$ cat config.mk
export PLATFORM = sky130hd
export DESIGN_NAME = rasterIrqGen
export DESIGN_NICKNAME = d
export VERILOG_FILES = /design/src/rtl/rasterPkg.sv /design/src/rtl/rasterDatapath.sv /design/src/rtl/rasterControl.sv /design/src/rtl/rasterIrqGen.sv
export SDC_FILE = /design/constraint.sdc
export NUM_CORES = 1
export LEC_CHECK = 0
export ABC_CLOCK_PERIOD_IN_PS = 2600
export BUFFER_PORTS_ARGS = -buffer_cell sky130_fd_sc_hd__buf_2
export CORE_ASPECT_RATIO = 0.75
export CORE_MARGIN = 2
export CORE_UTILIZATION = 49
export DETAILED_ROUTE_END_ITERATION = 10
export PLACE_DENSITY = 0.83
export REMOVE_ABC_BUFFERS = 1
export SKIP_LAST_GASP = 1
export SLEW_MARGIN = 40
export SYNTH_ARGS = -nofsm -noshare
export SYNTH_HDL_FRONTEND = slang
export SYNTH_SLANG_ARGS = --single-unit
$ cat constraint.sdc
create_clock -name clk -period 2.6 [get_ports clk]
set_clock_uncertainty 0.2 [all_clocks]
set_input_delay 0.39 -clock clk [delete_from_list [all_inputs] [get_ports clk]]
set_output_delay 0.39 -clock clk [all_outputs]
set_load 0.01 [all_outputs]
$ cat src/rtl/rasterPkg.sv
package rasterPkg;
  localparam int CNT_W = 9;
  localparam int HI_W  = CNT_W - 8;

  localparam logic [2:0] SEL_ENA = 3'd0;
  localparam logic [2:0] SEL_HLO = 3'd1;
  localparam logic [2:0] SEL_HHI = 3'd2;
  localparam logic [2:0] SEL_VLO = 3'd3;
  localparam logic [2:0] SEL_VHI = 3'd4;
  localparam logic [2:0] SEL_NMI = 3'd5;
  localparam logic [2:0] SEL_IRQ = 3'd6;

  typedef struct packed {
    logic       hLoWr;
    logic       hHiWr;
    logic       vLoWr;
    logic       vHiWr;
    logic [7:0] data;
  } cmpStrobes_t;

  typedef struct packed {
    logic hRise;
    logic vRise;
    logic vMatch;
    logic vbStart;
    logic vbEnd;
  } beamEvents_t;
endpackage

$ cat src/rtl/rasterDatapath.sv
module rasterDatapath
  import rasterPkg::*;
#(
  parameter int H_LAST        = 339,
  parameter int V_LAST_STD    = 261,
  parameter int V_LAST_EXT    = 311,
  parameter int VB_START      = 'hE1,
  parameter int VB_START_TALL = 'hF0
) (
  input  logic             clk,
  input  logic             porN,
  input  logic             rstN,
  input  cmpStrobes_t      strb,
  input  logic [CNT_W-1:0] hCount,
  input  logic [CNT_W-1:0] vCount,
  input  logic             palMode,
  input  logic             tallMode,
  output beamEvents_t      evt
);
  localparam logic [CNT_W-1:0] H_LAST_C  = H_LAST[CNT_W-1:0];
  localparam logic [CNT_W-1:0] V_STD_C   = V_LAST_STD[CNT_W-1:0];
  localparam logic [CNT_W-1:0] V_EXT_C   = V_LAST_EXT[CNT_W-1:0];
  localparam logic [CNT_W-1:0] VB_C      = VB_START[CNT_W-1:0];
  localparam logic [CNT_W-1:0] VB_TALL_C = VB_START_TALL[CNT_W-1:0];

  logic [CNT_W-1:0] hCmp, vCmp, vMax, vbLine;
  logic hMatch, vMatch, vbMatch, topMatch;
  logic hPrev, vPrev, vbPrev, topPrev;

  // compare registers: only power-on reset touches them
  always_ff @(posedge clk or negedge porN) begin
    if (!porN) begin
      hCmp <= '1;
      vCmp <= '1;
    end else begin
      if (strb.hLoWr) hCmp[7:0]       <= strb.data;
      if (strb.hHiWr) hCmp[CNT_W-1:8] <= strb.data[HI_W-1:0];
      if (strb.vLoWr) vCmp[7:0]       <= strb.data;
      if (strb.vHiWr) vCmp[CNT_W-1:8] <= strb.data[HI_W-1:0];
    end
  end

  always_comb begin
    vMax     = palMode ? V_EXT_C : V_STD_C;
    vbLine   = tallMode ? VB_TALL_C : VB_C;
    hMatch   = (hCount == hCmp) && (hCmp <= H_LAST_C);
    vMatch   = (vCount == vCmp) && (vCmp <= vMax);
    vbMatch  = (vCount == vbLine);
    topMatch = (vCount == '0);
  end

  always_ff @(posedge clk or negedge rstN) begin
    if (!rstN) begin
      hPrev   <= 1'b0;
      vPrev   <= 1'b0;
      vbPrev  <= 1'b0;
      topPrev <= 1'b0;
    end else begin
      hPrev   <= hMatch;
      vPrev   <= vMatch;
      vbPrev  <= vbMatch;
      topPrev <= topMatch;
    end
  end

  always_comb begin
    evt.hRise   = hMatch & ~hPrev;
    evt.vRise   = vMatch & ~vPrev;
    evt.vMatch  = vMatch;
    evt.vbStart = vbMatch & ~vbPrev;
    evt.vbEnd   = topMatch & ~topPrev;
  end

  AST_H_ONCE: assert property (@(posedge clk) disable iff (!rstN)
    evt.hRise |=> !evt.hRise);
  AST_H_IN_RANGE: assert property (@(posedge clk) disable iff (!rstN)
    evt.hRise |-> (hCount <= H_LAST_C));
  AST_V_IN_RANGE: assert property (@(posedge clk) disable iff (!rstN)
    evt.vRise |-> (vCount <= vMax));
endmodule

$ cat src/rtl/rasterControl.sv
module rasterControl
  import rasterPkg::*;
#(
  parameter logic [3:0] VERSION = 4'h2
) (
  input  logic        clk,
  input  logic        rstN,
  input  logic        wrEn,
  input  logic        rdEn,
  input  logic [2:0]  regSel,
  input  logic [7:0]  wrData,
  input  logic [7:0]  openBus,
  input  beamEvents_t evt,
  output cmpStrobes_t strb,
  output logic [7:0]  rdData,
  output logic        nmiOut,
  output logic        irqOut
);
  logic       nmiEn, nmiFlag, irqFlag, irqEvt, irqClr, nmiClr;
  logic [1:0] irqMode;

  always_comb begin
    strb.hLoWr = wrEn && (regSel == SEL_HLO);
    strb.hHiWr = wrEn && (regSel == SEL_HHI);
    strb.vLoWr = wrEn && (regSel == SEL_VLO);
    strb.vHiWr = wrEn && (regSel == SEL_VHI);
    strb.data  = wrData;
  end

  always_comb begin
    case (irqMode)
      2'b01:   irqEvt = evt.vRise;
      2'b10:   irqEvt = evt.hRise;
      2'b11:   irqEvt = evt.hRise & evt.vMatch;
      default: irqEvt = 1'b0;
    endcase
    irqClr = (rdEn || wrEn) && (regSel == SEL_IRQ);
    nmiClr = (rdEn && (regSel == SEL_NMI)) || evt.vbEnd;
  end

  always_ff @(posedge clk or negedge rstN) begin
    if (!rstN) begin
      nmiEn   <= 1'b0;
      irqMode <= 2'b00;
      nmiFlag <= 1'b0;
      irqFlag <= 1'b0;
      nmiOut  <= 1'b0;
    end else begin
      if (wrEn && (regSel == SEL_ENA)) begin
        nmiEn   <= wrData[7];
        irqMode <= wrData[5:4];
      end
      nmiOut <= evt.vbStart & nmiEn;
      if (evt.vbStart)  nmiFlag <= 1'b1;
      else if (nmiClr)  nmiFlag <= 1'b0;
      if (irqEvt)       irqFlag <= 1'b1;
      else if (irqClr)  irqFlag <= 1'b0;
    end
  end

  assign irqOut = irqFlag;

  always_comb begin
    rdData = openBus;
    if (rdEn) begin
      case (regSel)
        SEL_NMI: rdData = {nmiFlag, openBus[6:4], VERSION};
        SEL_IRQ: rdData = {irqFlag, openBus[6:0]};
        default: rdData = openBus;
      endcase
    end
  end

  AST_MODE_OFF_QUIET: assert property (@(posedge clk) disable iff (!rstN)
    $rose(irqFlag) |-> ($past(irqMode) != 2'b00));
  AST_IRQ_HOLD: assert property (@(posedge clk) disable iff (!rstN)
    (irqFlag && !irqClr) |=> irqFlag);
  AST_NMI_ONE_CYCLE: assert property (@(posedge clk) disable iff (!rstN)
    nmiOut |=> !nmiOut);
  AST_NMI_WITH_FLAG: assert property (@(posedge clk) disable iff (!rstN)
    nmiOut |-> nmiFlag);
  AST_VB_END_CLEAR: assert property (@(posedge clk) disable iff (!rstN)
    (evt.vbEnd && !evt.vbStart) |=> !nmiFlag);
endmodule

$ cat src/rtl/rasterIrqGen.sv
module rasterIrqGen
  import rasterPkg::*;
#(
  parameter int         H_LAST        = 339,
  parameter int         V_LAST_STD    = 261,
  parameter int         V_LAST_EXT    = 311,
  parameter int         VB_START      = 'hE1,
  parameter int         VB_START_TALL = 'hF0,
  parameter logic [3:0] VERSION       = 4'h2
) (
  input  logic             clk,
  input  logic             porN,
  input  logic             rstN,
  input  logic [CNT_W-1:0] hCount,
  input  logic [CNT_W-1:0] vCount,
  input  logic             palMode,
  input  logic             tallMode,
  input  logic             wrEn,
  input  logic             rdEn,
  input  logic [2:0]       regSel,
  input  logic [7:0]       wrData,
  input  logic [7:0]       openBus,
  output logic [7:0]       rdData,
  output logic             nmiOut,
  output logic             irqOut
);
  logic        sysRstN;
  cmpStrobes_t strb;
  beamEvents_t evt;

  assign sysRstN = porN & rstN;

  rasterDatapath #(
    .H_LAST(H_LAST), .V_LAST_STD(V_LAST_STD), .V_LAST_EXT(V_LAST_EXT),
    .VB_START(VB_START), .VB_START_TALL(VB_START_TALL)
  ) uDatapath (
    .clk(clk), .porN(porN), .rstN(sysRstN), .strb(strb),
    .hCount(hCount), .vCount(vCount), .palMode(palMode),
    .tallMode(tallMode), .evt(evt)
  );

  rasterControl #(.VERSION(VERSION)) uControl (
    .clk(clk), .rstN(sysRstN), .wrEn(wrEn), .rdEn(rdEn), .regSel(regSel),
    .wrData(wrData), .openBus(openBus), .evt(evt), .strb(strb),
    .rdData(rdData), .nmiOut(nmiOut), .irqOut(irqOut)
  );
endmodule

==> run metrics <==
DRT Wirelength=3320 um; worst rel slew slack=0.715; Unique masters post-synth=33; CTS sink count=28; RSZ-0062 raised after global routing=false; critical path's top delay family=compound AO/OA/AOI/OAI gates; post-synthesis mux area share=0.152; reg2reg setup slack=550 ps; share of synthesized registers carrying an async set or reset=1.00; Final Cell Area=1860 um^2; crit path cell chain=ha_1 -> a311o_1 -> a311o_1 -> a21oi_2 -> a2bb2oi_2; Final min period=2050 ps; CTS buffer count=3; initial antenna violation count=0; max-cap viol count=0; Final HPWL DP=2770 um; CORE AREA=2980 um^2; first-pass GRT wire length=5580 um; xor/xnor share of the synthesized area=0.101; Die ar.=3650 um^2; Critical Path Start=uDatapath.vCmp[5]; register area share after synthesis=0.465; Ant. Diodes=0; Crit path buffers/inverters=0; Final period util=0.788; Die W=69.1 um; worst min path class=primary input to asynchronous set/reset pin; largest family of logic cells by synthesized area=simple AND/OR/NAND/NOR gates; Primary FF master, synth=dfstp_2; Nets=234; Synth top area share=0.304; pin count of the biggest net entering global routing=20; GRT Residual Overflow=0; Initial Util=0.522; Lkg Pwr=0.825 nW; Synth Area in Adders=0.0241; Reg2Reg Launch Point=uDatapath.vCmp[5]; Worst setup EP type=flop; CTS root buf=clkbuf_8; wire per inst=14.8 um; setup TNS=0 ps; Layout area overhead=19.5%; CP max stage cell=dfstp_2; Synth Area in Compound Gates=0.0780; status=finished, final reports clean; CTS clk-pin slew, worst paths=90 ps; Slew Limit Fails=0; Ports=54; Max H-tree Level=1; IO Port Bufs=47; routability-driven placement congestion ratio=0.893; number of remaining DRC errors=0; clk buf depth=2; Iter 0 DRT Violations=17; die height=52.8 um; Synth Instances=140; FP Rows=17; via/cell ratio=5.54; Syn. warnings=0; Routed Antenna Nets=0; DRT Pass-1 Iters=4; measured slew at the worst slew-check pin=423 ps; CTS tree=built; Most Frequent Cell on Critical Path=a311o_1; number of enable flip-flop cells after synthesis=0; share of layout cells above drive strength 1=0.489; endpoints failing setup=0; critical path arrival=2060 ps; vias in the first global route=1233; CP Data Required Time=2610 ps; GRT Overall Usage=0.197; Post-Syn Area=1560 um^2; pwr/cell area=637 nW/um^2; Crit Path Category=flop to flop; Syn Area/Cell=11.1 um^2; biggest cell delay along the critical path=560 ps; ranking of synthesized cells by area=dfstp_2, dfrtp_1, mux2_2; CP Max Fanout=3; Synth Area in Simple Gates=0.152; f_max=488 MHz; cell taking the most area after synthesis=dfstp_2; DR vias=1240; register bit count reported by yosys=28; Max VDD drop=0.401 mV; Hold Vio Cnt, Final=0; CP Launch Type=flop; Worst-Skew Late Latency=270 ps; DP Area=1800 um^2
==> layer usage <==
layer	GRT usage	wire [um]	up-vias
met5	0	0	-
li1	-	-	584
met2	0.341	1620	53
met1	0.246	1460	599
met4	0.0556	26	0
met3	0.0519	222	4
==> metrics by stage <==
stage / util / setup slack, ps / hold slack, ps / total power, mW / instances
3_5_place_dp: 0.605 / 494 / 240 / 0.959 / 219
4_1_cts: 0.624 / 549 / 123 / 1.19 / 224
5_1_grt: 0.624 / 495 / 131 / 1.26 / 224
3_3_place_gp: 0.605 / 543 / 231 / 0.932 / 219
6_report: 0.624 / 550 / 118 / 1.18 / 224
2_1_floorplan: - / 659 / 42.2 / 0.837 / 134
==> sequential cells by signal, indices dropped and copies added, names as in the netlist <==
name and count:
uControl.irqMode 2, uControl.irqOut 1, uControl.nmiEn 1, uControl.nmiFlag 1, uControl.nmiOut 1, uDatapath.hCmp 9
uDatapath.hPrev 1, uDatapath.topPrev 1, uDatapath.vCmp 9, uDatapath.vPrev 1, uDatapath.vbPrev 1
==> worst paths after layout <==
| path | endpoint | depth (start not counted) |
|---|---|---|
| max in group asynchronous | uDatapath.vbPrev | 3 |
| setup reg to reg | uControl.irqOut | 5 |
| hold / removal | uDatapath.hCmp[7] | 1 |
| min in group clk | uDatapath.topPrev | 2 |
| hold reg to reg | uControl.nmiOut | 1 |
| setup / recovery | uControl.irqOut | 5 |
==> report_power, final <==
| part | switching [mW] | leakage [nW] | total [mW] | internal (mW) |
|---|---|---|---|---|
| registers | 0.0784 | 0.322 | 0.642 | 0.563 |
| clock network | 0.121 | 0.0228 | 0.230 | 0.110 |
| logic | 0.136 | 0.480 | 0.311 | 0.175 |
| total | 0.335 | 0.825 | 1.18 | 0.848 |
==> logic make-up after synthesis <==
logic type,Yosys count
buffers and inverters,8
AO/OA/AOI/OAI,17
AND/OR/NAND/NOR,45
XOR/XNOR,18
adder cells (fa/ha/maj),3
multiplexers,21
flip-flops,28
==> area by class of cell <==
type                       instances  area [um^2]
clock buffer                       4         45.0
fill                             259         1120
multi-input combinational        104          790
inverter                           2         7.51
timing repair buffer              48          245
sequential                        28          723
tap                               38         47.5
==> cells in the final DEF (no fill, tap or decap), drive strengths merged, types with 2 or more instances in the layout <==
master   n
xor2     7
nand2    9
nand3b   2
a311o    2
nand4    2
clkbuf   4
dfrtp   10
mux2    21
inv      2
buf     47
o21ai    2
ha       3
nand2b   2
nand3    3
and2     6
nor2     9
nor3     3
a21oi    7
dfstp   18
xnor2   11
nor4     5
==> synth_stat cells (2+ instances only) <==
| cell | number |
|---|---|
| xor2_1 | 7 |
| nand3b_1 | 2 |
| ha_1 | 3 |
| mux2_2 | 21 |
| o21ai_0 | 2 |
| nand3_1 | 3 |
| nand2_1 | 9 |
| dfstp_2 | 18 |
| nand4_1 | 2 |
| buf_4 | 3 |
| nand2b_1 | 2 |
| and2_1 | 6 |
| a21oi_1 | 6 |
| nor4_1 | 5 |
| nor2_1 | 9 |
| dfrtp_1 | 10 |
| a311o_1 | 2 |
| clkbuf_1 | 2 |
| xnor2_1 | 11 |
| nor3_1 | 3 |
| inv_1 | 2 |
==> repair_timing <==
action,in CTS,in global routing
endpoints found under the hold margin,10,0
buffers inserted,0,0
resized for setup,0,0
hold buffers,1,0
Power figures use the tool's default switching activity.
